--- src/rtl/mbs_pkg.sv ---
package mbs_pkg;

  typedef enum logic [2:0] {
    PH_IDLE = 3'd0,
    PH_T1   = 3'd1,
    PH_T2   = 3'd2,
    PH_T3   = 3'd3,
    PH_TW   = 3'd4,
    PH_T4   = 3'd5
  } phase_t;

  // Phase successor: idle waits for a start, T3/Tw wait for ready.
  function automatic phase_t next_phase(phase_t p, logic start, logic rdy);
    phase_t n;
    case (p)
      PH_IDLE: n = start ? PH_T1 : PH_IDLE;
      PH_T1:   n = PH_T2;
      PH_T2:   n = PH_T3;
      PH_T3:   n = rdy ? PH_T4 : PH_TW;
      PH_TW:   n = rdy ? PH_T4 : PH_TW;
      PH_T4:   n = PH_IDLE;
      default: n = PH_IDLE;
    endcase
    return n;
  endfunction

  // Phases in which the read/write strobe is active.
  function automatic logic strobe_phase(phase_t p);
    return (p == PH_T2) || (p == PH_T3) || (p == PH_TW);
  endfunction

  // Phases whose closing edge samples ready.
  function automatic logic ready_phase(phase_t p);
    return (p == PH_T3) || (p == PH_TW);
  endfunction

endpackage

--- src/rtl/mbs_rst_filter.sv ---
module mbs_rst_filter #(
  parameter int RST_MIN = 4
) (
  input  logic clk,
  input  logic rst_in,
  output logic sys_rst
);
  localparam int CNT_TOP = RST_MIN + 1;
  localparam int CNT_W   = $clog2(CNT_TOP + 1);

  logic [CNT_W-1:0] run_cnt;

  always_ff @(posedge clk) begin
    if (!rst_in)
      run_cnt <= '0;
    else if (run_cnt != CNT_W'(CNT_TOP))
      run_cnt <= run_cnt + 1'b1;
  end

  assign sys_rst = (run_cnt == CNT_W'(CNT_TOP));
endmodule

--- src/rtl/mbs_fsm.sv ---
module mbs_fsm
  import mbs_pkg::*;
(
  input  logic   clk,
  input  logic   sys_rst,
  input  logic   req_valid,
  input  logic   ready,
  output phase_t phase,
  output logic   start,
  output logic   rdy_slot
);
  assign start    = (phase == PH_IDLE) && req_valid;
  assign rdy_slot = ready_phase(phase);

  always_ff @(posedge clk) begin
    if (sys_rst) phase <= PH_IDLE;
    else         phase <= next_phase(phase, start, ready);
  end
endmodule

--- src/rtl/mbs_req_hold.sv ---
module mbs_req_hold #(
  parameter int ADDR_W = 20,
  parameter int DATA_W = 8
) (
  input  logic              clk,
  input  logic              sys_rst,
  input  logic              start,
  input  logic              capture,
  input  logic [ADDR_W-1:0] req_addr,
  input  logic              req_io,
  input  logic              req_wr,
  input  logic [DATA_W-1:0] req_wdata,
  input  logic [DATA_W-1:0] ad_in,
  output logic [ADDR_W-1:0] addr_q,
  output logic              io_q,
  output logic              wr_q,
  output logic [DATA_W-1:0] wdata_q,
  output logic [DATA_W-1:0] rdata_q
);
  always_ff @(posedge clk) begin
    if (sys_rst) begin
      addr_q  <= '0;
      io_q    <= 1'b0;
      wr_q    <= 1'b0;
      wdata_q <= '0;
    end else if (start) begin
      addr_q  <= req_addr;
      io_q    <= req_io;
      wr_q    <= req_wr;
      wdata_q <= req_wdata;
    end
  end

  always_ff @(posedge clk) begin
    if (sys_rst)      rdata_q <= '0;
    else if (capture) rdata_q <= ad_in;
  end
endmodule

--- src/rtl/mbs_pin_decode.sv ---
module mbs_pin_decode
  import mbs_pkg::*;
#(
  parameter int ADDR_W = 20,
  parameter int DATA_W = 8
) (
  input  phase_t            phase,
  input  logic [ADDR_W-1:0] addr_q,
  input  logic              io_q,
  input  logic              wr_q,
  input  logic [DATA_W-1:0] wdata_q,
  output logic [DATA_W-1:0] ad_out,
  output logic              ad_oe,
  output logic [ADDR_W-DATA_W-1:0] a_hi,
  output logic              ale,
  output logic              rd_n,
  output logic              wr_n,
  output logic              io_m,
  output logic              dt_r,
  output logic              den_n,
  output logic              busy,
  output logic              done
);
  logic in_cycle, addr_ph, strobe, data_ph;

  always_comb begin
    in_cycle = (phase != PH_IDLE);
    addr_ph  = (phase == PH_T1);
    strobe   = strobe_phase(phase);
    data_ph  = strobe || (phase == PH_T4);

    busy   = in_cycle;
    done   = (phase == PH_T4);
    ale    = addr_ph;
    rd_n   = !(strobe && !wr_q);
    wr_n   = !(strobe && wr_q);
    io_m   = in_cycle && io_q;
    dt_r   = in_cycle && wr_q;
    den_n  = !(wr_q ? data_ph : strobe);
    ad_oe  = addr_ph || (wr_q && data_ph);
    ad_out = addr_ph ? addr_q[DATA_W-1:0] : wdata_q;
    a_hi   = addr_q[ADDR_W-1:DATA_W];
  end
endmodule

--- src/rtl/mux_bus_seq.sv ---
module mux_bus_seq
  import mbs_pkg::*;
#(
  parameter int ADDR_W  = 20,
  parameter int DATA_W  = 8,
  parameter int RST_MIN = 4,
  localparam int HI_W   = ADDR_W - DATA_W
) (
  input  logic              clk,
  input  logic              rst_in,
  input  logic              req_valid,
  input  logic [ADDR_W-1:0] req_addr,
  input  logic              req_io,
  input  logic              req_wr,
  input  logic [DATA_W-1:0] req_wdata,
  input  logic              ready,
  input  logic [DATA_W-1:0] ad_in,
  output logic [DATA_W-1:0] ad_out,
  output logic              ad_oe,
  output logic [HI_W-1:0]   a_hi,
  output logic              ale,
  output logic              rd_n,
  output logic              wr_n,
  output logic              io_m,
  output logic              dt_r,
  output logic              den_n,
  output logic              busy,
  output logic              done,
  output logic [DATA_W-1:0] rdata
);
  logic              sys_rst;
  phase_t            phase;
  logic              start, rdy_slot, capture;
  logic [ADDR_W-1:0] addr_q;
  logic              io_q, wr_q;
  logic [DATA_W-1:0] wdata_q;

  // Edge that leaves T3/Tw with ready high enters T4.
  assign capture = rdy_slot && ready;

  mbs_rst_filter #(.RST_MIN(RST_MIN)) u_rst (
    .clk(clk), .rst_in(rst_in), .sys_rst(sys_rst)
  );

  mbs_fsm u_fsm (
    .clk(clk), .sys_rst(sys_rst), .req_valid(req_valid), .ready(ready),
    .phase(phase), .start(start), .rdy_slot(rdy_slot)
  );

  mbs_req_hold #(.ADDR_W(ADDR_W), .DATA_W(DATA_W)) u_hold (
    .clk(clk), .sys_rst(sys_rst), .start(start), .capture(capture),
    .req_addr(req_addr), .req_io(req_io), .req_wr(req_wr),
    .req_wdata(req_wdata), .ad_in(ad_in),
    .addr_q(addr_q), .io_q(io_q), .wr_q(wr_q), .wdata_q(wdata_q),
    .rdata_q(rdata)
  );

  mbs_pin_decode #(.ADDR_W(ADDR_W), .DATA_W(DATA_W)) u_pins (
    .phase(phase), .addr_q(addr_q), .io_q(io_q), .wr_q(wr_q),
    .wdata_q(wdata_q), .ad_out(ad_out), .ad_oe(ad_oe), .a_hi(a_hi),
    .ale(ale), .rd_n(rd_n), .wr_n(wr_n), .io_m(io_m), .dt_r(dt_r),
    .den_n(den_n), .busy(busy), .done(done)
  );
endmodule

--- config.mk ---
export PLATFORM = sky130hd
export DESIGN_NAME = mux_bus_seq
export DESIGN_NICKNAME = d
export VERILOG_FILES = /design/src/rtl/mbs_pkg.sv /design/src/rtl/mbs_rst_filter.sv /design/src/rtl/mbs_fsm.sv /design/src/rtl/mbs_req_hold.sv /design/src/rtl/mbs_pin_decode.sv /design/src/rtl/mux_bus_seq.sv
export SDC_FILE = /design/constraint.sdc
export NUM_CORES = 1
export LEC_CHECK = 0
export CORE_AREA = 5 5 72 74
export CTS_CLUSTER_SIZE = 10
export DETAILED_ROUTE_END_ITERATION = 6
export DIE_AREA = 0 0 77 79
export PLACE_DENSITY_LB_ADDON = 0.1
export SKIP_CTS_REPAIR_TIMING = 1
export SLEW_MARGIN = 10
export SYNTH_ARGS = -nofsm -noshare
export SYNTH_HDL_FRONTEND = slang
export SYNTH_SLANG_ARGS = --single-unit
--- constraint.sdc ---
create_clock -name clk -period 3.95 [get_ports clk]
set_input_delay 0.5925 -clock clk [delete_from_list [all_inputs] [get_ports clk]]
set_output_delay 0.5925 -clock clk [all_outputs]
set_load 0.005 [all_outputs]
**Yosys cells after proc, flatten, opt, wreduce, memory -nomap -nowiden**

Cells that the tools add are included.

- Register bits: 44
- Bits of input ports: 42
- Output and inout bits: 37

- Add/subtract/negate cells: 1
- Eq/ne operators: 7
- Mux-type cells: 5
- Reduce and logical (&&, ||, !) cells: 19

Operators by type and width:

| kind | count |
|---|---|
| case mux 3 bit (4 select lines) | 1 |
| == test 3 bit (second input constant) | 3 |
| 2-to-1 mux 8 bit | 1 |
| logical AND 1 bit | 7 |
| == test 3 x 2 -> 1 bit (second input constant) | 2 |
| logical OR 1 bit | 5 |
| zero test 1 bit | 4 |
| adder 3 x 1 -> 3 bit (second input constant) | 1 |
| == test 3 x 1 -> 1 bit (second input constant) | 1 |
| zero test 3 bit | 1 |
| 2-to-1 mux 1 bit | 3 |
| inequality test 3 bit (second input constant) | 1 |
| nonzero test 3 bit | 1 |
| OR reduction 2 bit | 1 |

**Logic depth before layout (Yosys ltp)**

Gate-level depths: netlist of run 1.

- Depth after elaboration: 6
- Gate-level depth with buffers: 6
- Gate-level depth less buffers: 5

**Hierarchy**

A second synthesis of run 1 with hierarchy kept.

- Cell total of the unflattened synthesis: 191
- Area, all modules: 1974.4 um^2

By module, submodules not included:

| module | times used | cells an instance | area each (um^2) |
|---|---|---|---|
| mbs_req_hold | 1 | 123 | 1381.3 |
| mbs_pin_decode | 1 | 35 | 294.0 |
| mbs_rst_filter | 1 | 16 | 155.1 |
| mbs_fsm | 1 | 16 | 137.6 |
| mux_bus_seq | 1 | 1 | 6.3 |

**Worst setup path after synthesis of run 1**

OpenSTA, ideal clock, no wires.

- Path kind: register to output
- Start point: register u_fsm.phase[2]
- End point: output port ad_out[0]
- Arrival time: 1.197 ns
- Setup slack: 2.161 ns
- Cell stages (with the launch flop): 5
- Path buffers: 2
- Cells stage by stage: dfxtp_1 buf_2 nor3b_1 buf_4 mux2_2

- Cells in the longest elaborated chain, start to end: 2

Ends and longest elaborated chain:

| element | line | source |
|---|---|---|
| start, declared | mbs_fsm.sv:8 | `output phase_t phase,` |
| start signal, assigned | mbs_fsm.sv:17 | `else phase <= next_phase(phase, start, ready);` |
| == test 3 x 1 -> 1 bit | mbs_pin_decode.sv:28 | `addr_ph = (phase == PH_T1);` |
| net ale | mux_bus_seq.sv:21 | `output logic ale,` |
| 2-to-1 mux 8 bit | mbs_pin_decode.sv:41 | `ad_out = addr_ph ? addr_q[DATA_W-1:0] : wdata_q;` |
| end, declared | mux_bus_seq.sv:18 | `output logic [DATA_W-1:0] ad_out,` |

The timed path passes the listed nets, and every way through them passes these cells.

**Worst setup path in the final report of run 1**

- Start point: register u_fsm.phase[0]
- End point: output port ad_out[6]

- Cells in the longest elaborated chain, start to end: 2

Ends and longest elaborated chain:

| element | line |
|---|---|
| == test 3 x 1 -> 1 bit | mbs_pin_decode.sv:28 |
| 2-to-1 mux 8 bit | mbs_pin_decode.sv:41 |

No other way between the ends.

==> results, run 1 <==
- The headroom to the max-slew limit is 34.3%.
- The count of distinct cell types in the synthesized netlist is 35.
- The final worst-path setup slack is 1.17 ns.
- The sequential cell area fraction in the yosys report is 44.9%.
- For hold timing, the worst endpoint is u_hold.addr_q[2].
- Summing every instance area after synthesis gives 1960 um2.
- The buffering stage count on the worst path with inverters included is 2.
- STA classifies the critical path endpoint as an output port.
- Averaged over all synthesized cells, the footprint is 8.25 um2.
- Registers take 881 um2.
- The total instance count after detailed placement is 344.
- The number of warnings reported in the yosys synthesis log is 0.
- The starting utilization of the core area is 43.3%.
- The final number of setup-violating endpoints is 0.
- The worst setup path is of the reg2out kind.
- Once detailed placement completed, the half-perimeter wirelength came to 3170 um.
- The critical hold path startpoint is u_hold.addr_q[2].
- The leakage power of the design is 1.08 nW.
- The delay of the slowest cell on the worst path is 0.63 ns.
- The data arrival time of the worst path is 2.18 ns.
- CTS built an H-tree with a depth of 2.
- The prevailing post-synth register cell is sky130_fd_sc_hd__dfxtp_1.
- The startpoint type of the worst setup path is a register.
- The vertical die dimension is 79 um.
- Among all stages on the critical path, the largest delay is contributed by sky130_fd_sc_hd__dfxtp_1.
- TritonCTS created 5 clock buffers.
- In this run the critical register-to-register path is captured at u_hold.addr_q[7].
- The later-pin clock latency in the skew report is 0.29 ns.
- The count of maximum capacitance violations is 0.
- Counting every net in the synthesized netlist gives 282.
- No sink is reached through more buffers than the 2 on the longest clock path.
- VDD sags by at most 0.263 mV.
- The final max-slew violation count was 0.
- The final non-filler cell area is 2740 um2.
- The floorplan die area is 6080 um2.
- After detailed routing, the total wire length is 4510 um.
- OpenSTA, run right after detailed placement, puts the worst setup slack at 1.47 ns.
- CTS saw 44 sinks.
- The cell depth of the worst hold path is 2.
- The post-route setup TNS is 0 ns.
- The final worst-path cycle share is 70.3%.
- For met1 alone, demand over resource in global routing was 17.6%.
- Across all layers, the routed design uses 1745 vias.
- The number of failing hold endpoints at the final stage is 0.
- The worst setup slack for register-to-register paths is 2.04 ns.
- At the worst endpoint, the required time is 3.36 ns.
- The number of cell rows is 25.
- The worst hold path class is reg2reg.
- Pin placement for this block handled 79 I/O pins.
- At the end of routability-driven placement, the weighted congestion stood at 0.679.
- Counting flops and latches in the post-synthesis netlist gives 44.
- The width of the chip is 77 um.
- The filler cell count is 434.
- The post-synthesis share of cell area spent on full adders, half adders and majority gates is 1.27%.
- In the final routed layout, each cell accounts on average for 12.8 um.
- The total design power is 2.01 mW.
- Synthesis produced 238 cells.
- The number of global-route vias before repair is 1671.
- Global routing consumed, on the met3 layer, 3.63% of the routing resources.
- The first detailed-routing pass ran for 4 iterations.
- The layout cell share with drive strength beyond 1 is 7.07%.
- The placeable core region is 4540 um2.
- At the pin with the least slew margin, the transition time is 0.986 ns.
- The peak-usage layer in the global routing report is met2.
- The number of enable flip-flop cells after synthesis is 0.
- Static timing analysis puts the maximum clock frequency at 360 MHz.
- Summing all multi-input logic gate instances after layout gives 901 um2.
- Measured on the finished design, the core utilization comes to 60.4%.
- The first element of the critical path is u_fsm.phase[0].
- The synthesized netlist devotes 15.0% of its cell area to compound gates.
- 0 antenna diodes ended up in the layout.
- The first global-routing pass estimated 7450 um of wire.
- Summed over all layers, the global routing overflow is 0.
- TritonCTS built the clock tree.
- After Yosys synthesis, and, or, nand and nor cells account for 23.4% of the synthesized area.
- In this run the worst path has a maximum fanout of 15.
- The library cell used as clock root buffer is sky130_fd_sc_hd__clkbuf_8.
- For this block, the initial DRC count from the detailed router was 67.
- After clock tree synthesis, the clock-pin slew on the worst setup and hold paths is 0.08 ns.
- The source of the worst register-to-register timing path is u_rst.run_cnt[0].
- Once layout is complete, the cells apart from fillers number 351.
- For the final database, setup skew stands at 0.00347 ns.
- Of the total synthesized cell area, the portion taken by XOR and XNOR cells is 0.892%.
- The combinational family with the most area after synthesis is simple AND/OR/NAND/NOR gates.
- Entering global routing, the biggest net connects 31 pins.
- The worst hold slack is 0.454 ns.
- The average via count per standard cell is 4.97.
- Traced cell by cell, the critical path runs through nor3b_2, buf_4, mux2_2, clkdlybuf4s50_1.
- Multiplexer cells account for 4.59% of the synthesized area.
- The area growth from synthesis to layout is 39.5%.
- Global routing consumed, on the met2 layer, 26.1% of the routing resources.
- The instance area after placement is 2660 um2.
- The count of buffers from port buffering is 78.
- Setup repair after global routing left no endpoint under its margin.
- The flow ran to the end, and the final reports show no timing, DRC or antenna violations.
- The initial antenna violation count was 0.
- The ratio of total power to cell area is 734 nW/um2.
- The global router's overall resource usage is 15.0%.
- For this run, asynchronously set or reset flops after synthesis account for 0%.
- Counting cells, the worst reg-to-reg path comes to 4.
- The category of cells accounting for the largest share of critical-path delay is buffers and inverters.
- For this run, design rule violations remaining after detail routing come to 0.
- The post-layout minimum cycle time is 2.78 ns.
- The number of nets with antenna violations after detailed routing is 0.
- The final net count is 341.
cell usage after synthesis (2+ instances only):
library cell,number,area (um2)
sky130_fd_sc_hd__and2_1,5,31.3
sky130_fd_sc_hd__buf_6,3,33.8
sky130_fd_sc_hd__nand3_1,8,40.0
sky130_fd_sc_hd__nand2b_1,2,12.5
sky130_fd_sc_hd__ha_1,2,25.0
sky130_fd_sc_hd__inv_1,2,7.51
sky130_fd_sc_hd__clkbuf_1,5,18.8
sky130_fd_sc_hd__buf_4,13,97.6
sky130_fd_sc_hd__buf_1,2,7.51
sky130_fd_sc_hd__dfxtp_1,44,881
sky130_fd_sc_hd__nor2b_1,3,18.8
sky130_fd_sc_hd__buf_2,6,30.0
sky130_fd_sc_hd__mux2_2,8,90.1
sky130_fd_sc_hd__o21ai_0,10,50.1
sky130_fd_sc_hd__nand2_1,64,240
sky130_fd_sc_hd__a21oi_1,41,205
sky130_fd_sc_hd__xnor2_1,2,17.5
cells in the final DEF (no fill, tap or decap), types with 2 or more instances in the layout:
master,n
sky130_fd_sc_hd__nand2b_1,2
sky130_fd_sc_hd__clkbuf_8,5
sky130_fd_sc_hd__dfxtp_1,44
sky130_fd_sc_hd__buf_4,3
sky130_fd_sc_hd__clkdlybuf4s50_1,78
sky130_fd_sc_hd__nand3_1,8
sky130_fd_sc_hd__o21ai_0,10
sky130_fd_sc_hd__xnor2_1,2
sky130_fd_sc_hd__nand2_1,64
sky130_fd_sc_hd__ha_1,2
sky130_fd_sc_hd__nor2b_1,3
sky130_fd_sc_hd__inv_1,2
sky130_fd_sc_hd__a21oi_1,41
sky130_fd_sc_hd__mux2_2,8
sky130_fd_sc_hd__and2_1,5
cell families after synthesis:
| group | Yosys count |
|---|---|
| AOI/OAI and AO/OA | 56 |
| DFF | 44 |
| adders and majority gates | 2 |
| buffers and inverters | 31 |
| and+or+nand+nor | 95 |
| muxes | 8 |
| xor gates and xnor gates | 2 |
worst max-delay path by stage:
stage                           end  slack, ns  cells after the start
after floorplan           ad_out[0]       2.16                      4
after global placement    ad_out[1]       1.53                      4
after detailed placement  ad_out[6]       1.47                      4
after CTS                 ad_out[6]       1.15                      4
after global routing      ad_out[6]       1.06                      4
final                     ad_out[6]       1.17                      4
layout make-up:
cell class                 count  share of cell area, %
multi-input combinational    163                   32.9
sequential                    44                   32.2
timing repair buffer          81                   29.3
clock buffer                   6                   2.65
tap                           54                   2.47
inverter                       2                  0.274
clock inverter                 1                  0.183
state kept, by name (all words and copies together) (netlist names):
name and flops:
u_fsm.phase 3, u_hold.addr_q 20, u_hold.io_q 1, u_hold.rdata_q 8
u_hold.wdata_q 8, u_hold.wr_q 1, u_rst.run_cnt 3
worst register-to-register path, cell delays in order, from the launching register on:
cell and delay (ns):
sky130_fd_sc_hd__dfxtp_1 0.38, sky130_fd_sc_hd__ha_1 0.20, sky130_fd_sc_hd__and2_1 0.79, sky130_fd_sc_hd__buf_4 0.36, sky130_fd_sc_hd__a21oi_1 0.07
where the power goes:
part           switching, mW  total (mW)  internal, mW
sequential             0.144       0.792         0.648
clock                  0.140       0.260         0.120
combinational          0.346       0.957         0.611
metal layers:
metal	wire length [um]	share of wire (%)
met1	2050	46
met2	2110	47
met3	272	6.0
met4	72	1.6
met5	0	0
Power figures use the tool's default switching activity.
==> run 2: changes to the inputs <==
--- a/config.mk
+++ b/config.mk
@@ -5,10 +5,10 @@
 export SDC_FILE = /design/constraint.sdc
 export NUM_CORES = 1
 export LEC_CHECK = 0
-export CORE_AREA = 5 5 72 74
+export CORE_AREA = 5 5 74 76
 export CTS_CLUSTER_SIZE = 10
 export DETAILED_ROUTE_END_ITERATION = 6
-export DIE_AREA = 0 0 77 79
+export DIE_AREA = 0 0 79 81
 export PLACE_DENSITY_LB_ADDON = 0.1
 export SKIP_CTS_REPAIR_TIMING = 1
 export SLEW_MARGIN = 10
==> constraint.sdc (replaced) <==
create_clock -name clk -period 2.6 [get_ports clk]
set_input_delay 0.39 -clock clk [delete_from_list [all_inputs] [get_ports clk]]
set_output_delay 0.39 -clock clk [all_outputs]
set_load 0.005 [all_outputs]
==> run 2 against run 1 <==
  * First-iteration DRC count fell by 9.0%
  * Count of clock-buffer cells in the layout is the same
  * Global-route usage fell by 0.088 points
  * Critical path type unchanged
  * Largest power group unchanged
==> results, run 2 (synthesized netlist as in run 1, its figures left out) <==
- The startpoint identified for the worst hold timing path is u_hold.addr_q[19].
- The cell depth of the worst hold path was 2 (unchanged).
- The data arrival time of the worst path was 1.89 ns (-0.29 ns).
- The library cell used most frequently in the layout, excluding fill and tap cells, is sky130_fd_sc_hd__clkdlybuf4s50_1.
- The floorplan die area is 6400 um2 (+5.2%).
- The detailed placement HPWL is 3210 um (+1.4%).
- The initial antenna violation count is 0 (unchanged).
- By startpoint and endpoint, the worst setup path is classified as reg2out.
- The number of vias in the routed layout is 1721 (-1.4%).
- The maximum clock insertion buffer count is 2 (unchanged).
- The number of violations reported at the end of detailed-routing iteration 0 is 61 (-9.0%).
- The worst hold slack came to 0.455 ns (+0.00118 ns).
- The headroom to the max-slew limit came to 70.7% (+36 points).
- The leakage power of the design was 1.11 nW (+2.7%).
- The sum of routed wire segments on met1 is 2150 um (+4.7%).
- The fraction of the core area covered by cells at the end of the flow is 59.9% (-0.49 points).
- The startpoint identified for the worst register-to-register timing path is u_fsm.phase[0].
- The setup slack after placement is 0.637 ns (-0.834 ns).
- The worst reg-to-reg path cell count is 4 (unchanged).
- The number of levels in the clock H-tree is 2 (unchanged).
- The worst hold path class is reg2reg.
- Setup repair after global routing left no endpoint under its margin.
- The final number of setup-violating endpoints is 0 (unchanged).
- The clock slew at the register clock pins of the worst setup and hold paths came to 0.08 ns (about the same).
- For this run, the top clock speed supported by timing is 439 MHz.
- The uppermost layer routed is met4.
- The length of routed met2 wiring is 2210 um (+4.6%).
- The final routed DRC violation total is 0 (unchanged).
- The top-level I/O count is 79 (unchanged).
- The number of detailed-routing iterations run before antenna repair is 4 (unchanged).
- Leaving out fill and tap cells, the most frequent cells in the layout are 78 x sky130_fd_sc_hd__clkdlybuf4s50_1, 64 x sky130_fd_sc_hd__nand2_1, 44 x sky130_fd_sc_hd__dfxtp_1.
- The largest registers in the layout are u_hold.addr_q: 20 flops, u_hold.rdata_q: 8 flops, u_hold.wdata_q: 8 flops.
- The worst setup path is captured at an output port.
- The vertical die dimension is 81 um (+2.5%).
- The final net count came to 344 (+0.88%).
- The total design power came to 3.21 mW (+60%).
- The worst min-delay path endpoint is u_hold.addr_q[19].
- The total congestion overflow after global routing was 0 (unchanged).
- The highest fanout seen on the critical path is 10 (-5).
- TritonCTS built the clock tree.
- The final non-filler cell area came to 2790 um2 (+1.9%).
- CTS placed an instance of sky130_fd_sc_hd__clkbuf_8 at the clock tree root.
- The placeable core region is 4660 um2 (+2.8%).
- The number of global-route vias before repair is 1569 (-6.1%).
- The maximum number of pins on one net before global-route repair was 42 (+35%).
- The global router's overall resource usage is 14.9% (-0.088 points).
- The width of the chip came to 79 um (+2.6%).
- The TritonCTS sink count is 44 (unchanged).
- The endpoint identified for the worst register-to-register timing path is u_hold.addr_q[8].
- The final weighted congestion of routability-driven global placement came to 0.728 (+7.3%).
- The worst setup slack for register-to-register paths was 1.03 ns (-1.01 ns).
- The total instance count after detailed placement is 347 (+0.87%).
- The startpoint type of the worst setup path is a register.
- The number of failing hold endpoints at the final stage was 0 (unchanged).
- The starting utilization of the core area is 42.1% (-1.2 points).
- The average via count per standard cell is 4.85 (-2.5%).
- The number of cell rows is 25 (unchanged).
- The count of maximum capacitance violations is 0 (unchanged).
- The number of clock buffers inserted by TritonCTS is 5 (unchanged).
- The wire length of the first global-routing pass is 7540 um (+1.2%).
- Of the available clock period, the critical path in the final layout requires 87.7%.
- The worst path in the final design needs a cycle of 2.28 ns, including I/O delays and setup.
- The instance area after placement is 2680 um2 (+0.85%).
- The met3 routed wirelength came to 297 um (+9.2%).
- The average wire per standard cell came to 13.2 um (+3.2%).
- The worst-case clock skew was 0.00678 ns (+0.00332 ns).
- The actual transition at the worst max-transition pin is 0.439 ns (-0.547 ns).
- The post-route setup TNS is 0 ns (unchanged).
- The worst-case vdd ir drop is 0.524 mV (+99%).
- The register with the most flip-flops is u_hold.addr_q.
- The overall routed net length is 4700 um (+4.4%).
- The layout overhead on the synthesized area is 42.1%.
- The number of nets with antenna violations after detailed routing is 0 (unchanged).
- The final max-slew violation count is 0 (unchanged).
- The critical path data required time is 2.21 ns (-1.15 ns).
- The ratio of total power to cell area is 1150 nW/um2 (+57%).
- The run finished with clean final reports.
- The layout cell share with drive strength beyond 1 is 8.31% (+1.2 points).
- The count of placed standard cells in the final layout, fillers left out came to 355 (+1.1%).
- The final worst-path setup slack is 0.320 ns (-0.853 ns).
- The later-pin clock latency in the skew report is 0.29 ns (about the same).
- The diode insertion count for antenna repair is 0 (unchanged).
- The flip-flop count of the largest register, all copies and words added was 20 (unchanged).
- The count of buffers from port buffering is 78 (unchanged).
- The filler cell count is 444 (+2.3%).
run 2: worst max path at each step:
| stage | to | slack (ns) | start | cells past startpoint |
|---|---|---|---|---|
| 3_5_place_dp | io_m | 0.64 | u_fsm.phase[1] | 4 |
| 4_1_cts | wr_n | 0.30 | u_fsm.phase[1] | 5 |
| 2_1_floorplan | ad_out[0] | 1.01 | u_fsm.phase[2] | 4 |
| 3_3_place_gp | ad_out[3] | 0.66 | u_fsm.phase[1] | 4 |
| 5_1_grt | wr_n | 0.18 | u_fsm.phase[1] | 5 |
| 6_report | io_m | 0.32 | u_fsm.phase[1] | 4 |
run 2: power breakdown:
part / switching [mW] / internal (mW)
Sequential: 0.168 / 0.985
Combinational: 0.594 / 0.954
Clock: 0.221 / 0.285
Total: 0.983 / 2.22
run 2: routing by layer:
metal | track usage [%] | vias to the layer above
li1 | - | 905
met1 | 18.6 | 766
met2 | 24.5 | 45
met3 | 4.88 | 5
met4 | 4.64 | 0
met5 | 0 | -
run 2: area by class of cell:
type | count | area [um2] | area share (%)
Inverter | 2 | 7.51 | 0.269
Tap cell | 54 | 67.6 | 2.42
Timing Repair Buffer | 84 | 826 | 29.6
Multi-Input combinational cell | 163 | 901 | 32.3
Clock buffer | 6 | 72.6 | 2.60
Clock inverter | 2 | 35.0 | 1.26
Sequential cell | 44 | 881 | 31.6
run 2: worst max-delay path: stages (launching register included):
cell	delay [ns]
sky130_fd_sc_hd__dfxtp_1	0.38
sky130_fd_sc_hd__buf_4	0.20
sky130_fd_sc_hd__or3_1	0.40
sky130_fd_sc_hd__and2_1	0.17
sky130_fd_sc_hd__clkdlybuf4s50_1	0.44
==> run 3: changes to the inputs <==
--- a/config.mk
+++ b/config.mk
@@ -10,6 +10,7 @@
 export DETAILED_ROUTE_END_ITERATION = 6
 export DIE_AREA = 0 0 79 81
 export PLACE_DENSITY_LB_ADDON = 0.1
+export SETUP_SLACK_MARGIN = 0.3
 export SKIP_CTS_REPAIR_TIMING = 1
 export SLEW_MARGIN = 10
 export SYNTH_ARGS = -nofsm -noshare
==> run 3 against run 2 <==
  * Non-clock buffer count increased by 1
  * Clock skew is 0.0026 ns lower
  * Global-route usage is the same
  * Worst setup slack better by 0.058 ns
  * Sequential cell count stayed put
  * Combinational power about the same
  * Total power grew 0.89%
  * Final area is 0.72% higher
  * Largest cell class unchanged
==> results, run 3 (synthesized netlist as in run 1, its figures left out) <==
- The proportion of total power due to net switching was 30.4% (-0.22 points).
- The total congestion overflow after global routing is 0 (unchanged).
- The leakage power of the design was 1.12 nW (+0.66%).
- The first element of the critical path is u_fsm.phase[1].
- The number of failing hold endpoints at the final stage is 0 (unchanged).
- The layout cell share with drive strength beyond 1 is 9.27% (+0.97 points).
- Walking the worst path, the cells encountered are buf_4, or3_4, and2_1, clkdlybuf4s50_1.
- The buffering stage count on the worst path with inverters included came to 2 (unchanged).
- The number of levels in the clock H-tree came to 2 (unchanged).
- The clock slew at the register clock pins of the worst setup and hold paths came to 0.08 ns (about the same).
- The worst-case vdd ir drop came to 0.532 mV (+1.5%).
- The ratio of total power to cell area is 1150 nW/um2 (+0.17%).
- The reported net switching power came to 0.984 mW (+0.15%).
- The element type at the critical path end is an output port.
- The global router's overall resource usage is 14.9% (unchanged).
- In the layout the commonest cells are 78 x sky130_fd_sc_hd__clkdlybuf4s50_1, 64 x sky130_fd_sc_hd__nand2_1, 43 x sky130_fd_sc_hd__dfxtp_1.
- The placeable core region is 4660 um2 (unchanged).
- The post-layout minimum cycle time came to 2.22 ns (-0.0576 ns).
- The worst reg-to-reg path cell count is 4 (unchanged).
- The average wire per standard cell came to 13.3 um (about the same).
- The worst setup path is launched from a register.
- The worst setup slack for register-to-register paths was 1.02 ns (about the same).
- The register area came to 885 um2 (+0.43%).
- The critical path data required time is 2.21 ns (about the same).
- The share of total power in the clock network is 15.5% (-0.3 points).
- Setup repair after global routing left no endpoint under its margin.
- The vertical die dimension is 81 um (unchanged).
- The maximum number of pins on one net before global-route repair is 42 (unchanged).
- The final net count came to 345 (+0.29%).
- The maximum clock frequency is 450 MHz (+2.6%).
- The maximum clock insertion buffer count came to 2 (unchanged).
- The library cell used as clock root buffer is sky130_fd_sc_hd__clkbuf_8.
- The number of global-route vias before repair was 1569 (unchanged).
- The combined area of the multi-input logic cells came to 906 um2 (+0.56%).
- The post-route setup TNS is 0 ns (unchanged).
- The critical-path cell with the highest stage delay is sky130_fd_sc_hd__clkdlybuf4s50_1.
- The count of maximum capacitance violations was 0 (unchanged).
- The number of violations reported at the end of detailed-routing iteration 0 is 60 (-1.6%).
- The highest fanout seen on the critical path is 10 (unchanged).
- The worst-case clock skew is 0.00418 ns (-0.00260 ns).
- The run finished with clean final reports.
- The worst hold slack came to 0.454 ns (-0.00127 ns).
- The delay of the slowest cell on the worst path is 0.45 ns (about the same).
- The floorplan die area came to 6400 um2 (unchanged).
- The flip-flop count of the largest register, all copies and words added is 20 (unchanged).
- The width of the chip is 79 um (unchanged).
- The kind of critical path is reg2out.
- The number of cell rows is 25 (unchanged).
- The top-level I/O count was 79 (unchanged).
- The overall routed net length is 4720 um (+0.34%).
- The internal power component is 2.25 mW (+1.2%).
- In the final layout, the registers with the most flip-flops are u_hold.addr_q: 20 flops, u_hold.rdata_q: 8 flops, u_hold.wdata_q: 8 flops.
- The final number of setup-violating endpoints came to 0 (unchanged).
- The initial antenna violation count is 0 (unchanged).
- The diode insertion count for antenna repair is 0 (unchanged).
- Relative to the synthesized area, the layout overhead comes to 43.1%.
- The most critical setup path has its endpoint at io_m.
- The wire length of the first global-routing pass is 7540 um (unchanged).
- The final max-slew violation count is 0 (unchanged).
- The kind of cell with the highest combined delay along the critical path is buffers and inverters.
- The detailed placement HPWL is 3210 um (unchanged).
- The later-pin clock latency in the skew report is 0.29 ns (about the same).
- The number of clock buffers inserted by TritonCTS is 5 (unchanged).
- The count of buffers from port buffering was 78 (unchanged).
- The register with the most flip-flops is u_hold.addr_q.
- The combinational fraction of design power is 48.6% (+0.3 points).
- The number of vias in the routed layout was 1732 (+0.64%).
- The actual transition at the worst max-transition pin came to 0.442 ns (+0.00303 ns).
- The leading cell type in the layout, fill and taps excluded is sky130_fd_sc_hd__clkdlybuf4s50_1.
- The final worst-path cycle share is 85.5% (-2.2 points).
- The clock tree from TritonCTS is built.
- The number of gates on the worst path with buffers counted is 4 (unchanged).
- The headroom to the max-slew limit is 70.5% (-0.20 points).
- The average via count per standard cell was 4.87 (+0.36%).
- The TritonCTS sink count is 44 (unchanged).
- The number of nets with antenna violations after detailed routing came to 0 (unchanged).
- The share of power burned in registers is 35.8% (-0.2 points).
- The starting utilization of the core area is 42.1% (unchanged).
- The final weighted congestion of routability-driven global placement is 0.728 (unchanged).
- The filler cell count came to 440 (-0.90%).
- The data arrival time of the worst path came to 1.83 ns (-0.06 ns).
- The worst hold path belongs to the class reg2reg.
- In this run the critical register-to-register path is launched from u_fsm.phase[0].
- The final routed DRC violation total is 0 (unchanged).
- The number of detailed-routing iterations run before antenna repair is 4 (unchanged).
- In this run the critical register-to-register path is captured at u_hold.addr_q[0].
## run 3: changes by cell type in the layout (fill, tap and decap cells not counted), sizes merged
cell | previous run | this run
buf | 6 | 7
## run 3: layer usage
layer,vias up,global-route usage (%),share of wire [%]
li1,906,-,-
met1,774,18.6,45
met2,47,24.5,48
met3,5,4.88,6.3
met4,0,4.64,1.1
met5,-,0,0
## run 3: final cells by class
class | instances | area share (%)
clock inverter | 2 | 1.25
sequential | 44 | 31.5
tap | 54 | 2.40
clock buffer | 6 | 2.58
inverter | 2 | 0.267
multi-input combinational | 163 | 32.2
timing repair buffer | 85 | 29.8
## run 3: worst min-delay path: stages, from the launching register on
cell and delay [ns]:
sky130_fd_sc_hd__dfxtp_1 0.31, sky130_fd_sc_hd__nand2_1 0.05, sky130_fd_sc_hd__a21oi_1 0.05
## run 3: through the flow
stage | setup WS [ns] | area (um2) | total power, mW | utilization [%] | std cells
2_1_floorplan | 1.01 | 1960 | 2.05 | - | 238
3_3_place_gp | 0.659 | 2680 | 2.72 | 57.6 | 347
3_5_place_dp | 0.637 | 2680 | 2.74 | 57.6 | 347
4_1_cts | 0.300 | 2790 | 3.26 | 59.9 | 355
5_1_grt | 0.296 | 2810 | 3.50 | 60.3 | 356
6_report | 0.378 | 2810 | 3.24 | 60.3 | 356
## run 3: how the worst min path moves through the flow
stage	from	to	cells after the start
3_3_place_gp	u_hold.addr_q[19]	u_hold.addr_q[19]	2
6_report	u_hold.wdata_q[1]	u_hold.wdata_q[1]	2
4_1_cts	u_hold.addr_q[17]	u_hold.addr_q[17]	2
2_1_floorplan	u_hold.io_q	u_hold.io_q	2
3_5_place_dp	u_hold.addr_q[17]	u_hold.addr_q[17]	2
5_1_grt	u_hold.addr_q[17]	u_hold.addr_q[17]	2
## run 3: power groups by stage
stage | Sequential [mW] | Clock (mW) | Combinational [mW]
detailed placement | 1.17 | 0 | 1.57
CTS | 1.16 | 0.522 | 1.58
finish | 1.16 | 0.503 | 1.57
floorplan | 1.13 | 0 | 0.917
global route | 1.20 | 0.549 | 1.74
global placement | 1.17 | 0 | 1.55
